===== config.mk =====
export PLATFORM = sky130hd
export DESIGN_NAME = gpio_irq_apb
export DESIGN_NICKNAME = d
export VERILOG_FILES = /design/src/rtl/gpio_irq_pkg.sv /design/src/rtl/gpio_pin_sync.sv /design/src/rtl/gpio_irq_detect.sv /design/src/rtl/gpio_irq_apb.sv
export SDC_FILE = /design/constraint.sdc
export NUM_CORES = 1
export LEC_CHECK = 0
export BUFFER_PORTS_ARGS = -buffer_cell sky130_fd_sc_hd__buf_2
export CAP_MARGIN = 15
export CELL_PAD_IN_SITES_DETAIL_PLACEMENT = 0
export CELL_PAD_IN_SITES_GLOBAL_PLACEMENT = 1
export CORE_ASPECT_RATIO = 0.5
export CORE_MARGIN = 2
export CORE_UTILIZATION = 50
export CTS_CLUSTER_SIZE = 16
export DETAILED_ROUTE_END_ITERATION = 7
export GPL_TIMING_DRIVEN = 0
export PLACE_DENSITY_LB_ADDON = 0.15
export SYNTH_ARGS = -nofsm -noshare
export SYNTH_HDL_FRONTEND = slang
export SYNTH_SLANG_ARGS = --single-unit

===== constraint.sdc =====
create_clock -name pclk -period 5.73 [get_ports pclk]
set_input_delay 1.146 -clock pclk [delete_from_list [all_inputs] [get_ports pclk]]
set_output_delay 1.146 -clock pclk [all_outputs]
set_load 0.05 [all_outputs]

===== src/rtl/gpio_irq_pkg.sv =====
package gpio_irq_pkg;

    // Word index of each register (byte offset divided by four).
    typedef enum logic [3:0] {
        RG_IN_SET   = 4'd0,
        RG_STAT_CLR = 4'd1,
        RG_DIR_OUT  = 4'd2,
        RG_DIR_IN   = 4'd3,
        RG_EN_SET   = 4'd4,
        RG_EN_CLR   = 4'd5,
        RG_EDGE     = 4'd6,
        RG_LEVEL    = 4'd7,
        RG_POL_HI   = 4'd8,
        RG_POL_LO   = 4'd9,
        RG_ANY_SET  = 4'd10,
        RG_ANY_CLR  = 4'd11,
        RG_ACK      = 4'd12,
        RG_CTRL     = 4'd13
    } reg_idx_e;

    localparam int unsigned CTRL_LOOP_BIT = 0;

endpackage


===== src/rtl/gpio_pin_sync.sv =====
module gpio_pin_sync #(
    parameter int unsigned NP = 32
) (
    input  logic          clk,
    input  logic          rst_n,
    input  logic [NP-1:0] din,
    output logic [NP-1:0] sync_o,
    output logic [NP-1:0] prev_o
);
    typedef struct packed {
        logic [NP-1:0] meta;
        logic [NP-1:0] sync;
        logic [NP-1:0] prev;
    } sync_t;

    sync_t st_d, st_q;

    always_comb begin
        st_d      = st_q;
        st_d.meta = din;
        st_d.sync = st_q.meta;
        st_d.prev = st_q.sync;
    end

    always_ff @(posedge clk or negedge rst_n) begin
        if (!rst_n) st_q <= '0;
        else        st_q <= st_d;
    end

    assign sync_o = st_q.sync;
    assign prev_o = st_q.prev;

endmodule


===== src/rtl/gpio_irq_detect.sv =====
module gpio_irq_detect #(
    parameter int unsigned NP = 32
) (
    input  logic          clk,
    input  logic          rst_n,
    input  logic [NP-1:0] sync_i,
    input  logic [NP-1:0] prev_i,
    input  logic [NP-1:0] edge_mode_i,
    input  logic [NP-1:0] pol_i,
    input  logic [NP-1:0] any_i,
    input  logic [NP-1:0] ack_i,
    output logic [NP-1:0] status_o
);
    typedef struct packed {
        logic [NP-1:0] lat;
    } det_t;

    det_t st_d, st_q;
    logic [NP-1:0] rise, fall, hit, lvl;

    always_comb begin
        rise = sync_i & ~prev_i;
        fall = ~sync_i & prev_i;
        for (int i = 0; i < NP; i++) begin
            if (any_i[i]) hit[i] = rise[i] | fall[i];
            else          hit[i] = pol_i[i] ? rise[i] : fall[i];
        end
        lvl        = ~(sync_i ^ pol_i);
        st_d       = st_q;
        // a new edge wins over an acknowledge in the same cycle
        st_d.lat   = (st_q.lat & ~ack_i) | (hit & edge_mode_i);
        status_o   = (edge_mode_i & st_q.lat) | (~edge_mode_i & lvl);
    end

    always_ff @(posedge clk or negedge rst_n) begin
        if (!rst_n) st_q <= '0;
        else        st_q <= st_d;
    end

    AST_LATCH_HOLD: assert property (@(posedge clk) disable iff (!rst_n)
        1'b1 |=> ((st_q.lat & $past(st_q.lat & ~ack_i)) == $past(st_q.lat & ~ack_i)))
        else $error("latched edge lost without acknowledge");

endmodule


===== src/rtl/gpio_irq_apb.sv =====
module gpio_irq_apb
    import gpio_irq_pkg::*;
#(
    parameter int unsigned NP = 32,
    parameter int unsigned AW = 6
) (
    input  logic          pclk,
    input  logic          presetn,
    input  logic          psel,
    input  logic          penable,
    input  logic          pwrite,
    input  logic [AW-1:0] paddr,
    input  logic [31:0]   pwdata,
    output logic [31:0]   prdata,
    output logic          pready,
    output logic          pslverr,
    input  logic [NP-1:0] pin_i,
    output logic [NP-1:0] pin_o,
    output logic [NP-1:0] pin_oe,
    output logic          irq_o
);
    localparam int unsigned IDXW = AW - 2;

    typedef struct packed {
        logic [NP-1:0] out;
        logic [NP-1:0] oe;
        logic [NP-1:0] en;
        logic [NP-1:0] edge_m;
        logic [NP-1:0] pol;
        logic [NP-1:0] any;
        logic          loop;
    } cfg_t;

    cfg_t          cfg_d, cfg_q;
    logic          wr_en;
    logic [IDXW-1:0] idx_raw;
    reg_idx_e      idx;
    logic [NP-1:0] wdat, ack, src, sync_v, prev_v, status;

    assign wr_en   = psel & penable & pwrite;
    assign idx_raw = paddr[AW-1:2];
    assign idx     = reg_idx_e'(idx_raw);
    assign wdat    = pwdata[NP-1:0];
    assign src     = cfg_q.loop ? cfg_q.out : pin_i;

    gpio_pin_sync #(.NP(NP)) u_sync (
        .clk    (pclk),
        .rst_n  (presetn),
        .din    (src),
        .sync_o (sync_v),
        .prev_o (prev_v)
    );

    gpio_irq_detect #(.NP(NP)) u_det (
        .clk         (pclk),
        .rst_n       (presetn),
        .sync_i      (sync_v),
        .prev_i      (prev_v),
        .edge_mode_i (cfg_q.edge_m),
        .pol_i       (cfg_q.pol),
        .any_i       (cfg_q.any),
        .ack_i       (ack),
        .status_o    (status)
    );

    always_comb begin
        cfg_d = cfg_q;
        ack   = '0;
        if (wr_en && (idx_raw <= IDXW'(RG_CTRL))) begin
            case (idx)
                RG_IN_SET:   cfg_d.out    = cfg_q.out | wdat;
                RG_STAT_CLR: cfg_d.out    = cfg_q.out & ~wdat;
                RG_DIR_OUT:  cfg_d.oe     = cfg_q.oe | wdat;
                RG_DIR_IN:   cfg_d.oe     = cfg_q.oe & ~wdat;
                RG_EN_SET:   cfg_d.en     = cfg_q.en | wdat;
                RG_EN_CLR:   cfg_d.en     = cfg_q.en & ~wdat;
                RG_EDGE:     cfg_d.edge_m = cfg_q.edge_m | wdat;
                RG_LEVEL:    cfg_d.edge_m = cfg_q.edge_m & ~wdat;
                RG_POL_HI:   cfg_d.pol    = cfg_q.pol | wdat;
                RG_POL_LO:   cfg_d.pol    = cfg_q.pol & ~wdat;
                RG_ANY_SET:  cfg_d.any    = cfg_q.any | wdat;
                RG_ANY_CLR:  cfg_d.any    = cfg_q.any & ~wdat;
                RG_ACK:      ack          = wdat;
                RG_CTRL:     cfg_d.loop   = pwdata[CTRL_LOOP_BIT];
                default:     cfg_d        = cfg_q;
            endcase
        end
    end

    always_comb begin
        prdata = '0;
        if (psel && !pwrite && (idx_raw <= IDXW'(RG_CTRL))) begin
            case (idx)
                RG_IN_SET:             prdata = 32'(sync_v);
                RG_STAT_CLR:           prdata = 32'(status);
                RG_DIR_OUT, RG_DIR_IN: prdata = 32'(cfg_q.oe);
                RG_EN_SET, RG_EN_CLR:  prdata = 32'(cfg_q.en);
                RG_EDGE, RG_LEVEL:     prdata = 32'(cfg_q.edge_m);
                RG_POL_HI, RG_POL_LO:  prdata = 32'(cfg_q.pol);
                RG_ANY_SET, RG_ANY_CLR: prdata = 32'(cfg_q.any);
                RG_CTRL:               prdata = 32'(cfg_q.loop);
                default:               prdata = '0;
            endcase
        end
    end

    always_ff @(posedge pclk or negedge presetn) begin
        if (!presetn) begin
            cfg_q     <= '0;
            cfg_q.pol <= '1;
        end else begin
            cfg_q <= cfg_d;
        end
    end

    assign pin_o   = cfg_q.out;
    assign pin_oe  = cfg_q.oe;
    assign irq_o   = |(status & cfg_q.en);
    assign pready  = 1'b1;
    assign pslverr = 1'b0;

    AST_OUT_SET: assert property (@(posedge pclk) disable iff (!presetn)
        (wr_en && idx_raw == IDXW'(RG_IN_SET)) |=>
        ((pin_o & $past(pwdata[NP-1:0])) == $past(pwdata[NP-1:0])))
        else $error("output set write not applied");

    AST_OUT_CLR: assert property (@(posedge pclk) disable iff (!presetn)
        (wr_en && idx_raw == IDXW'(RG_STAT_CLR)) |=>
        ((pin_o & $past(pwdata[NP-1:0])) == '0))
        else $error("output clear write not applied");

    AST_OE_SET: assert property (@(posedge pclk) disable iff (!presetn)
        (wr_en && idx_raw == IDXW'(RG_DIR_OUT)) |=>
        ((pin_oe & $past(pwdata[NP-1:0])) == $past(pwdata[NP-1:0])))
        else $error("direction set write not applied");

    AST_IRQ_GATED: assert property (@(posedge pclk) disable iff (!presetn)
        (cfg_q.en == '0) |-> !irq_o)
        else $error("interrupt raised with all enables off");

    AST_NO_WRITE_HIGH: assert property (@(posedge pclk) disable iff (!presetn)
        (wr_en && idx_raw > IDXW'(RG_CTRL)) |=> ($stable(pin_o) && $stable(pin_oe)))
        else $error("unmapped write changed state");

endmodule


=== After elaboration in Yosys (flattened, before gate mapping) ===
Index checks and enable logic that the tools add are counted.

* Reductions and logical operators: 24
* Equal/unequal tests: 13
* Multiplexer cells: 75
* Bitwise gates (word level): 62
* Magnitude comparators: 1

{| class="wikitable"
|+ Operators by type and width
! operator !! count
|-
| 32-bit AND || 13
|-
| 32-bit one-hot mux with 2 select lines || 6
|-
| 32-bit OR || 8
|-
| 32-bit one-hot mux with 8 select lines || 1
|-
| 32-bit inverter || 6
|-
| 32-bit two-way mux || 4
|-
| 1-bit two-way mux || 64
|-
| 1-bit OR || 32
|-
| 32-bit OR reduction || 1
|-
| 32-bit bitwise XOR || 1
|-
| 4-bit equality test (second input constant) || 6
|-
| 4-bit by 3-bit equality test with 1-bit output (second input constant) || 4
|-
| 2-bit AND reduction || 7
|-
| 2-bit nonzero test || 6
|-
| 2-bit OR reduction || 5
|-
| 4-bit by 2-bit equality test with 1-bit output (second input constant) || 2
|-
| 4-bit by 1-bit equality test with 1-bit output (second input constant) || 1
|-
| 4-bit <= comparator (second input constant) || 1
|-
| 4-bit zero test || 1
|-
| 1-bit logical AND || 3
|-
| 1-bit AND || 2
|-
| 1-bit zero test || 1
|}

* Input port bits: 75
* Register bits: 321
* Output and inout bits: 99
* Word-level logic and storage cells: 186

=== Longest topological paths before layout ===
Gate-level depths: netlist (run 1).

* Word-level depth: 7
* Depth in mapped cells: 8

=== Cells and area by module ===
Synthesis (run 1) repeated with hierarchy kept, for this count alone.

* Cells, all modules: 1741
* Area, all modules: 17501.8 um2

{| class="wikitable"
|+ Modules (own cells, without submodules)
! module !! area an instance (um2) !! cells an instance !! times used
|-
| gpio_irq_apb || 11175.7 || 1197 || 1
|-
| gpio_irq_detect || 3683.5 || 416 || 1
|-
| gpio_pin_sync || 2642.5 || 128 || 1
|}

=== Worst setup path before layout (run 1) ===
Ideal clock, no wire load.

* Path type: input to output
* Start: input port paddr[4]
* End: output port prdata[28]
* Stages on the path: 7
* Slack: 1530 ps
* Buffers on the path: 3
* Data arrival time: 3054 ps
* Path through: buf_2 > and3b_1 > clkbuf_1 > clkbuf_1 > a22o_1 > a221oi_1 > a31oi_1

* Word-level cells in the longest chain between the ends: 4
* Elaborated cells on any way between the ends: 22
* Those cells by class: order compare: 1; eq/ne: 12; mux: 2; reduce/logical: 7

{| class="wikitable"
|+ Ends and longest elaborated chain
! item !! RTL line !! text
|-
| start: declaration || gpio_irq_apb.sv:12 || <nowiki>input logic [AW-1:0] paddr,</nowiki>
|-
| 4-bit equality test (tied with other cells) || gpio_irq_apb.sv:93 || <nowiki>case (idx)</nowiki>
|-
| 2-bit OR reduction || gpio_irq_apb.sv:93 ||
|-
| 32-bit one-hot mux with 8 select lines || gpio_irq_apb.sv:93 ||
|-
| 32-bit two-way mux * || gpio_irq_apb.sv:92 || <nowiki>if (psel && !pwrite && (idx_raw <= IDXW'(RG_CTRL))) begin</nowiki>
|-
| end: declaration || gpio_irq_apb.sv:14 || <nowiki>output logic [31:0] prdata,</nowiki>
|}

Mark *: on every way between the ends. The rest lies on a longest branch, timed or not.

=== Worst setup path in the final report (run 1) ===
* Start: input port paddr[5]
* End: output port prdata[29]

Same word-level chain as after synthesis.

==> metrics.md, run 1 <==
| Metric | Value |
|---|---|
| Status | `finished, final reports clean` |
| Vias in the first global route | `12,596` |
| Setup crit start | `paddr[5]` |
| Detail Placement HPWL | `36.9 mm` |
| Synth Instances | `1,717` |
| Critical R2R Launch | `cfg_q[0]$_DFFE_PN0P_` |
| Slew Viols, Final | `0` |
| Cts hold-fix bufs | `0` |
| Via count | `13,281` |
| Number of synthesized flops with an enable pin | `0` |
| CTS resizes | `0` |
| GP Congestion | `0.940` |
| Final critical-path share of the clock period | `90.8%` |
| H-tree levels | `1` |
| Synth async-reset ratio | `100%` |
| Yosys reg bits | `321` |
| Reg2reg setup slack | `3660 ps` |
| Cts bufs inserted | `30` |
| Leakage | `10.6 nW` |
| Core Rows | `47` |
| Post-synth top area share | `42.8%` |
| Largest net degree at the start of global routing | `120` |
| Final min period | `5200 ps` |
| Clk_skew | `23.2 ps` |
| RSZ-0062 raised after global routing | `false` |
| I/O Buffers | `168` |
| Num ports | `174` |
| DRC Markers | `0` |
| First-pass GRT wire length | `79.7 mm` |
| Power density over the cells | `324 nW/µm²` |
| Largest area contributor in the netlist | `dfrtp_1` |
| Initial core utilization | `50.9%` |
| Crit. End Element | `primary output` |
| Hold Crit Class | `reg -> reg` |
| VDD IR max | `0.000198 V` |
| Starting DRC count in detailed routing | `1,504` |
| Die ar. | `35,300 µm²` |
| Clock-pin slew on the worst setup and hold paths | `60 ps` |
| Post-Syn Nets | `1,856` |
| Initial antenna violation count | `1` |
| Largest cells by area after synthesis | `dfrtp_1 (43%), mux2i_1 (11%), nand2_1 (8.0%)` |
| Post-synth top cells | `nand2_1 (362), dfrtp_1 (289), inv_1 (224)` |
| Fin util | `58.4%` |
| Relative slew slack | `21.3%` |
| Top FF cell, synth | `dfrtp_1` |
| First-pass detailed-route iteration total | `5` |
| Metal3 WL | `5.54 mm` |
| Die width | `264 µm` |
| Syn Area/Cell | `9.83 µm²` |
| CTS max path bufs | `3` |
| Crit path max fanout | `11` |
| Library cells used by synthesis | `40` |
| Nets | `2,058` |
| DP Area | `18,300 µm²` |
| Setup Fix Bufs, Post-CTS | `0` |
| Fill cell count | `2,963` |
| Setup crit start kind | `input port` |
| Min-delay src | `u_sync.st_d[48]$_DFF_PN0_` |
| Measured slew at the worst slew-check pin | `1180 ps` |
| Clock Tree Root | `clkbuf_16` |
| Area delta synth->final | `14.7%` |
| Max Clk Rate | `192 MHz` |
| Die H | `134 µm` |
| Post-synthesis sequential area ratio | `47.8%` |
| Grt total ovfl | `0` |
| Mapped cell area | `16,900 µm²` |
| Layout cell share with drive strength beyond 1 | `20.3%` |
| Routed Antenna Nets | `0` |
| Avg WL per Cell | `22.5 µm` |
| Top-count cell post-synth | `nand2_1` |
| GRT Util Overall | `30.3%` |
| Crit path required time | `4580 ps` |
| Top routing layer in use | `met5` |
| Synthesis Warnings | `0` |
| DR vias/cell | `5.57` |
| Metal2 WL | `22.5 mm` |
| Latest clock arrival within the worst-skew pair | `590 ps` |
| Worst EP arrival | `4060 ps` |
| Post-route cell area | `19,400 µm²` |
| Wire length on met1 | `24.4 mm` |
| Total Wirelength | `53.6 mm` |
| Total of max-cap violations | `0` |
| Setup Viol. Count Final | `0` |
| Final Hold Vio Count | `0` |
| Clock sinks | `321` |
| Core Area | `33,200 µm²` |
| TritonCTS clock tree | `yes` |
| WS Path Type | `in -> out` |
stage by stage:
step | TNS (ps) | power (mW) | cells | hold WS (ps) | setup slack, ps
global route | 0 | 6.56 | 2384 | 350 | 583
finish | 0 | 6.27 | 2385 | 348 | 528
detailed placement | 0 | 4.18 | 2328 | 335 | 713
CTS | 0 | 6.28 | 2384 | 349 | 712
global placement | -813560 | 4.15 | 2326 | 332 | -2800
floorplan | 0 | 3.71 | 1717 | 331 | 1530
final timing paths:
path	end	depth (start not counted)
max in group asynchronous	async pin	2
hold / removal	u_sync.sync_o[16]$_DFF_PN0_	0
setup / recovery	prdata[29]	8
min in group asynchronous	u_sync.prev_o[25]$_DFF_PN0_	1
hold reg to reg	u_sync.sync_o[16]$_DFF_PN0_	0
setup reg to reg	u_sync.st_d[60]$_DFF_PN0_	3
per-layer routing:
layer / vias to the layer above / track usage (%)
met3: 96 / 9.34
met4: 2 / 6.57
met1: 6558 / 44.8
met2: 537 / 43.8
li1: 6088 / -
met5: - / 0
power by group:
group	internal, mW	total (mW)	switching, mW	leakage [nW]
logic	0.470	1.31	0.843	6.61
clock network	1.19	2.11	0.920	0.509
registers	2.56	2.84	0.285	3.45
final cells by class:
class | count | area [µm²] | share of cell area [%]
Antenna cell | 1 | 2.50 | 0.0129
Buffer | 147 | 843 | 4.36
Clock buffer | 44 | 873 | 4.51
Clock inverter | 12 | 146 | 0.756
Inverter | 224 | 841 | 4.34
Multi-Input combinational cell | 1025 | 7120 | 36.8
Sequential cell | 321 | 8070 | 41.7
Tap cell | 441 | 552 | 2.85
Timing Repair Buffer | 170 | 906 | 4.68
cell usage in the layout, fill, tap and decap left out, drive strengths merged, types with 3 or more instances in the layout:
master and instances:
clkinv 9, a2111oi 3, nand2 362, nand2b 4, a32o 32, a31oi 29
a221oi 30, o2111ai 8, bufinv 3, ha 64, mux2 34, dfstp 32
buf 271, a41oi 3, nor2 15, nand3 27, mux2i 192, o21ai 66
nor2b 7, inv 224, nor3 15, nand4 3, dfrtp 289, xor2 32
nor4 6, clkbuf 90, a22o 28, a22oi 39, and2 15
worst max-delay path, cell delays in order:
cell,delay (ps)
buf_2,140
buf_2,200
nor2b_1,600
buf_2,480
buf_2,520
a22oi_1,170
a31oi_1,410
buf_2,350
cell families after synthesis:
logic type	Yosys count	share of synthesized area [%]
flops	321	47.8
simple gates	460	11.4
compound gates	241	10.7
xor+xnor	32	1.66
mux	226	13.7
other cells	2	0.0445
fa+ha+maj	64	4.74
buf+inv	371	9.98
Note: power is estimated with default switching activity, not from simulation.
==> run 2, diff against run 1 <==
--- a/config.mk
+++ b/config.mk
@@ -11,7 +11,7 @@
 export CELL_PAD_IN_SITES_GLOBAL_PLACEMENT = 1
 export CORE_ASPECT_RATIO = 0.5
 export CORE_MARGIN = 2
-export CORE_UTILIZATION = 50
+export CORE_UTILIZATION = 47
 export CTS_CLUSTER_SIZE = 16
 export DETAILED_ROUTE_END_ITERATION = 7
 export GPL_TIMING_DRIVEN = 0
==> constraint.sdc (replaced) <==
create_clock -name pclk -period 5.6 [get_ports pclk]
set_input_delay 1.12 -clock pclk [delete_from_list [all_inputs] [get_ports pclk]]
set_output_delay 1.12 -clock pclk [all_outputs]
set_load 0.05 [all_outputs]
==> run 2 against run 1 <==
Cell count is 1.8% higher. Utilization is 3.6 points lower. Clock skew fell by 14 ps. First-iteration DRC count is 13% lower. Critical endpoint unchanged.
==> metrics.md, run 2 (synthesis gave the netlist of run 1 again) <==
| Metric | Value |
|---|---|
| Total area of sequential cells | `8070 µm² (unchanged)` |
| Clock-pin slew on the worst setup and hold paths | `60 ps (about the same)` |
| Placed cell count | `2,372 (+1.9%)` |
| Routed Antenna Nets | `0 (unchanged)` |
| Final critical-path share of the clock period | `90.1%` |
| Final min period | `5040 ps` |
| Multi-input logic area | `7120 µm² (unchanged)` |
| Cells along the critical path | `buf_2, buf_2, nor2b_1, buf_2, buf_2, a22oi_1, a31oi_1, buf_2` |
| Crit. End Element | `primary output` |
| Fin cells | `2,429 (+1.8%)` |
| GRT Util Overall | `29.2% (-1.2 points)` |
| Area delta synth->final | `15.5%` |
| Total Wirelength | `55.0 mm (+2.7%)` |
| Most common cell after layout, fill and taps aside | `nand2_1` |
| Vias in the first global route | `12,829 (+1.8%)` |
| DRC Markers | `0 (unchanged)` |
| Slew Viols, Final | `0 (unchanged)` |
| Diode count | `0 (-1)` |
| Worst hold margin | `346 ps (-1.95 ps)` |
| Setup Fix Bufs, Post-CTS | `0 (unchanged)` |
| Num ports | `174 (unchanged)` |
| Worst EP arrival | `3920 ps (-140 ps)` |
| Relative slew slack | `21.2% (-0.11 points)` |
| DR vias/cell | `5.46 (-2.0%)` |
| First-pass GRT wire length | `81.4 mm (+2.2%)` |
| Core Rows | `49 (+4.3%)` |
| Starting DRC count in detailed routing | `1,305 (-13%)` |
| TritonCTS clock tree | `yes` |
| Power density over the cells | `335 nW/µm² (+3.3%)` |
| RSZ-0062 raised after global routing | `false` |
| Measured slew at the worst slew-check pin | `1180 ps (+1.71 ps)` |
| Leakage | `10.6 nW (+0.45%)` |
| Hold Crit Class | `reg -> reg` |
| Clock Tree Root | `clkbuf_16` |
| Cts hold-fix bufs | `0 (unchanged)` |
| Die ar. | `37,500 µm² (+6.2%)` |
| Final Hold Vio Count | `0 (unchanged)` |
| VDD IR max | `0.000204 V (+3.3%)` |
| Nets | `2,060 (+0.097%)` |
| Layout cell share with drive strength beyond 1 | `20.6% (+0.24 points)` |
| Latest clock arrival within the worst-skew pair | `580 ps (about the same)` |
| WS Path Type | `in -> out` |
| Initial core utilization | `47.4% (-3.5 points)` |
| Max Clk Rate | `198 MHz` |
| GP Congestion | `0.932 (-0.84%)` |
| Die H | `138 µm (+3.0%)` |
| Largest net degree at the start of global routing | `104 (-13%)` |
| Slowest cell on crit path | `nor2b_1` |
| Clk_skew | `8.99 ps (-14.2 ps)` |
| Slowest stage delay, CP | `550 ps (-50 ps)` |
| Setup TNS | `0 ps (unchanged)` |
| Commonest non-fill, non-tap cells in the layout | `nand2_1 (362), dfrtp_1 (289), inv_1 (224), buf_2 (202), mux2i_1 (192)` |
| Final Power | `6.53 mW (+4.1%)` |
| CTS resizes | `0 (unchanged)` |
| H-tree levels | `1 (unchanged)` |
| Cell repeated most along the worst path | `buf_2` |
| Setup Viol. Count Final | `0 (unchanged)` |
| Core Area | `35,600 µm² (+7.4%)` |
| Detail Placement HPWL | `37.7 mm (+2.2%)` |
| Cts bufs inserted | `31 (+3.3%)` |
| Via count | `13,255 (-0.20%)` |
| Crit path required time | `4480 ps (-100 ps)` |
| Die width | `272 µm (+3.1%)` |
| Crit path max fanout | `10 (-1)` |
| Total of max-cap violations | `0 (unchanged)` |
| Fill cell count | `3,290 (+11%)` |
| I/O Buffers | `168 (unchanged)` |
| Avg WL per Cell | `22.7 µm (+0.88%)` |
| CTS max path bufs | `3 (unchanged)` |
| First-pass detailed-route iteration total | `5 (unchanged)` |
| Clock sinks | `321 (unchanged)` |
| Status | `finished, final reports clean` |
| Setup crit start kind | `input port` |
| Initial antenna violation count | `0 (-1)` |
| Grt total ovfl | `0 (unchanged)` |
==> run 2: changes by cell type in the layout (fill, tap and decap cells not counted) <==
cell       previous run  this run
inv_6                 0         1
clkinv_8              1         0
clkinv_2              8         6
clkbuf_1             53        50
clkbuf_16            30        31
buf_16                2         3
diode_2               1         0
clkbuf_8              7        12
==> run 2: critical path: cells and delay by family <==
kind / cells / cell delay [ps]
and+or+nand+nor: 1 / 550
buffers and inverters: 5 / 1710
AOI/OAI and AO/OA: 2 / 520
==> run 2: worst paths after layout <==
kind                                           startpoint                          to  slack [ps]  depth (start not counted)
worst min-delay path            u_sync.st_d[40]$_DFF_PN0_  u_sync.sync_o[8]$_DFF_PN0_         350                          0
worst max-delay path                             paddr[5]                  prdata[29]         560                          8
max in group asynchronous                         presetn                   async pin        3360                          4
min in group asynchronous                         presetn                   async pin         490                          1
worst min register to register  u_sync.st_d[40]$_DFF_PN0_  u_sync.sync_o[8]$_DFF_PN0_         350                          0
worst max register to register       cfg_q[0]$_DFFE_PN0P_   u_sync.st_d[61]$_DFF_PN0_        3520                          3
==> run 2: layout make-up <==
cell class / instances / area share [%]
Clock inverter: 10 / 0.661
Tap cell: 484 / 3.10
Clock buffer: 47 / 4.90
Buffer: 147 / 4.32
Timing Repair Buffer: 171 / 4.79
Sequential cell: 321 / 41.4
Multi-Input combinational cell: 1025 / 36.5
Inverter: 224 / 4.31
==> run 2: where the power goes <==
group | internal [mW] | total (mW) | switching, mW
clock network | 1.31 | 2.26 | 0.954
registers | 2.62 | 2.91 | 0.293
logic | 0.483 | 1.35 | 0.868
total | 4.41 | 6.53 | 2.12
==> run 2: stage by stage <==
step                      utilization (%)  worst slack [ps]  instance area [µm²]
after detailed placement             51.7               662                18400
after global placement               51.4             -2980                18300
after CTS                            54.8               654                19500
after floorplan                         -              1450                16900
after global routing                 54.8               580                19500
final                                54.8               557                19500
==> run 2: metal layers <==
metal | vias up | GRT usage (%) | routed length (µm)
met5 | - | 0 | 0
met4 | 0 | 6.48 | 1320
met3 | 87 | 9.73 | 5820
met2 | 537 | 42.4 | 23200
met1 | 6546 | 42.3 | 24700
li1 | 6085 | - | -
==> run 3, diff against run 2 <==
--- a/config.mk
+++ b/config.mk
@@ -5,17 +5,19 @@
 export SDC_FILE = /design/constraint.sdc
 export NUM_CORES = 1
 export LEC_CHECK = 0
+export ABC_AREA = 1
 export BUFFER_PORTS_ARGS = -buffer_cell sky130_fd_sc_hd__buf_2
 export CAP_MARGIN = 15
 export CELL_PAD_IN_SITES_DETAIL_PLACEMENT = 0
 export CELL_PAD_IN_SITES_GLOBAL_PLACEMENT = 1
 export CORE_ASPECT_RATIO = 0.5
 export CORE_MARGIN = 2
-export CORE_UTILIZATION = 47
+export CORE_UTILIZATION = 45
 export CTS_CLUSTER_SIZE = 16
 export DETAILED_ROUTE_END_ITERATION = 7
 export GPL_TIMING_DRIVEN = 0
 export PLACE_DENSITY_LB_ADDON = 0.15
+export RECOVER_POWER = 25
 export SYNTH_ARGS = -nofsm -noshare
 export SYNTH_HDL_FRONTEND = slang
 export SYNTH_SLANG_ARGS = --single-unit
==> run 3 against run 2 <==
The flow now finishes with violations (max-capacitance violations, max-slew violations). Non-clock buffer count up 1. Clock-buffer cell count shrank 9. Total power increased by 11%. Routed wire length is 3.8% higher. Critical path depth increased by 1. First-iteration DRC count grew 5.3%. Clock skew is 21 ps higher. Utilization down 2.5 points. Synthesized cell count rose by 19%. Cell count grew 13%.
==> metrics.md, run 3 <==
| Metric | Value |
|---|---|
| DR vias/cell | `5.41 (-0.83%)` |
| Post-synth top area share | `42.5% (-0.34 points)` |
| Post-synth top cells | `nand2_1 (402), dfrtp_1 (289), inv_1 (242)` |
| Syn Area/Cell | `8.35 µm² (-15%)` |
| Core Rows | `50 (+2.0%)` |
| First-pass detailed-route iteration total | `7 (+2)` |
| Relative slew slack | `-87.6% (-110 points)` |
| H-tree levels | `1 (unchanged)` |
| I/O Buffers | `142 (-15%)` |
| Mapped cell area | `17,000 µm² (+0.81%)` |
| Routed Antenna Nets | `0 (unchanged)` |
| Die width | `279 µm (+2.6%)` |
| R2R cell count | `5 (+2)` |
| Total Wirelength | `57.1 mm (+3.8%)` |
| Multi-input logic area | `7030 µm² (-1.2%)` |
| Setup crit start kind | `input port` |
| RSZ-0062 raised after global routing | `false` |
| Clock-pin slew on the worst setup and hold paths | `70 ps (about the same)` |
| Largest cells by area after synthesis | `dfrtp_1 (43%), nand2_1 (8.9%), inv_1 (5.3%)` |
| CTS max path bufs | `3 (unchanged)` |
| Clock sinks | `321 (unchanged)` |
| Via count | `14,801 (+12%)` |
| Max Clk Rate | `213 MHz (+7.3%)` |
| Cts hold-fix bufs | `0 (unchanged)` |
| Crit path max fanout | `10 (unchanged)` |
| Yosys reg bits | `321 (unchanged)` |
| Total of max-cap violations | `1 (+1)` |
| Status | `finished with violations` |
| Worst EP arrival | `3580 ps (-340 ps)` |
| Nets | `2,355 (+14%)` |
| GP Congestion | `0.900 (-3.4%)` |
| Starting DRC count in detailed routing | `1,374 (+5.3%)` |
| Slew Viols, Final | `132 (+132)` |
| Area delta synth->final | `14.7%` |
| Initial antenna violation count | `0 (unchanged)` |
| Final Power | `7.24 mW (+11%)` |
| Num ports | `174 (unchanged)` |
| Worst Hold Depth | `0 (unchanged)` |
| Grt total ovfl | `0 (unchanged)` |
| Leakage | `9.90 nW (-6.7%)` |
| Crit. End Element | `primary output` |
| Hold Crit Class | `reg -> reg` |
| Synth async-reset ratio | `100% (unchanged)` |
| Library cells used by synthesis | `33 (-18%)` |
| WS Path Type | `in -> out` |
| DRC Markers | `0 (unchanged)` |
| Layout cell share with drive strength beyond 1 | `19.2% (-1.3 points)` |
| First-pass GRT wire length | `85.6 mm (+5.1%)` |
| Most common cell after layout, fill and taps aside | `nand2_1` |
| Latest clock arrival within the worst-skew pair | `600 ps (+20 ps)` |
| Die ar. | `39,500 µm² (+5.2%)` |
| Synthesis Warnings | `0 (unchanged)` |
| Worst hold margin | `343 ps (-3.01 ps)` |
| Cts bufs inserted | `31 (unchanged)` |
| CTS resizes | `0 (unchanged)` |
| Fill cell count | `3,675 (+12%)` |
| Largest net degree at the start of global routing | `113 (+8.7%)` |
| Power density over the cells | `371 nW/µm² (+11%)` |
| Commonest non-fill, non-tap cells in the layout | `nand2_1 (402), dfrtp_1 (289), inv_1 (242), buf_2 (187), a21oi_1 (179)` |
| TritonCTS clock tree | `yes` |
| Pre-CTS WS | `1090 ps (+424 ps)` |
| Diode count | `0 (unchanged)` |
| Avg WL per Cell | `20.9 µm (-7.8%)` |
| Post-synthesis sequential area ratio | `47.4% (-0.38 points)` |
| Initial core utilization | `45.6% (-1.8 points)` |
| GRT Util Overall | `29.1% (-0.034 points)` |
| Final Hold Vio Count | `0 (unchanged)` |
| Die H | `142 µm (+2.5%)` |
| Total area of sequential cells | `8070 µm² (unchanged)` |
| Synth Instances | `2,039 (+19%)` |
| Number of synthesized flops with an enable pin | `0 (unchanged)` |
| Post-Syn Nets | `2,178 (+17%)` |
| Final min period | `4700 ps (-341 ps)` |
| Core Area | `37,300 µm² (+4.9%)` |
| Setup Viol. Count Final | `0 (unchanged)` |
| Setup WS post-layout | `898 ps (+341 ps)` |
| Largest area contributor in the netlist | `dfrtp_1` |
| Measured slew at the worst slew-check pin | `2810 ps (+1630 ps)` |
| Detail Placement HPWL | `39.6 mm (+5.0%)` |
| Failing checks | `max-capacitance violations, max-slew violations` |
| Crit path required time | `4480 ps (about the same)` |
| Setup Fix Bufs, Post-CTS | `0 (unchanged)` |
| Top-count cell post-synth | `nand2_1` |
| VDD IR max | `0.000178 V (-13%)` |
| Clk_skew | `29.7 ps (+20.8 ps)` |
| Clock Tree Root | `clkbuf_16` |
| Top FF cell, synth | `dfrtp_1` |
| Vias in the first global route | `13,889 (+8.3%)` |
| Final critical-path share of the clock period | `84.0% (-6.1 points)` |
==> run 3: changes by cell type in the layout (fill, tap and decap cells not counted), moves of 29 or more <==
cell,before,now
a21oi_1,0,179
a221oi_1,30,0
a22oi_1,39,0
a31oi_1,29,91
mux2_2,33,4
mux2i_1,192,40
nand2_1,362,402
nand3_1,27,161
nor2_1,14,156
nor2_2,1,31
o21ai_1,30,0
o22ai_1,0,49
or2_2,0,32
xor2_1,32,1
==> run 3: logic make-up after synthesis <==
| family | synth area share, % |
|---|---|
| flops | 47.4 |
| xor+xnor | 0.0515 |
| mux | 2.62 |
| compound gates | 13.5 |
| fa+ha+maj | 4.71 |
| other cells | 0.0441 |
| buf+inv | 11.2 |
| simple gates | 20.4 |
==> run 3: critical path: stages <==
cell	delay [ps]
buf_2	110
clkbuf_1	320
nor2_4	420
clkbuf_1	830
a21oi_1	160
nand3_1	130
nand2_1	120
inv_1	90
buf_2	260
==> run 3: layout make-up <==
type / count / area share (%)
Sequential cell: 321 / 41.4
Timing Repair Buffer: 144 / 3.82
Buffer: 175 / 5.05
Clock inverter: 20 / 1.49
Multi-Input combinational cell: 1297 / 36.0
Clock buffer: 38 / 4.32
Tap cell: 494 / 3.17
Inverter: 246 / 4.73
==> run 3: report_power, final <==
group	internal [mW]	leakage, nW	switching [mW]
registers	2.74	3.79	0.314
logic	0.608	5.55	1.18
clock network	1.40	0.563	0.994
total	4.75	9.90	2.49
==> run 3: final timing paths <==
path,from,endpoint,slack [ps]
worst max-delay path,paddr[3],prdata[22],900
worst min-delay path,u_sync.st_d[56]$_DFF_PN0_,u_sync.sync_o[24]$_DFF_PN0_,340
worst max register to register,cfg_q[0]$_DFFE_PN0P_,u_sync.st_d[46]$_DFF_PN0_,3600
worst min register to register,u_sync.st_d[56]$_DFF_PN0_,u_sync.sync_o[24]$_DFF_PN0_,340
max in group asynchronous,presetn,u_sync.prev_o[16]$_DFF_PN0_,1320
min in group asynchronous,presetn,u_sync.st_d[61]$_DFF_PN0_,1380
==> run 3: stage by stage <==
step                cell area [µm²]  TNS, ps  utilization [%]  std cells
floorplan                     17000        0                -       2039
global placement              18300  -861650             49.1       2675
detailed placement            18400        0             49.3       2677
CTS                           19500        0             52.3       2735
global route                  19500        0             52.2       2735
finish                        19500        0             52.2       2735
==> run 3: routing by layer <==
metal,GRT usage (%),routed length [µm]
met3,5.45,4250
met4,6.79,1420
met1,43.9,27100
met5,0,0
met2,43.3,24400
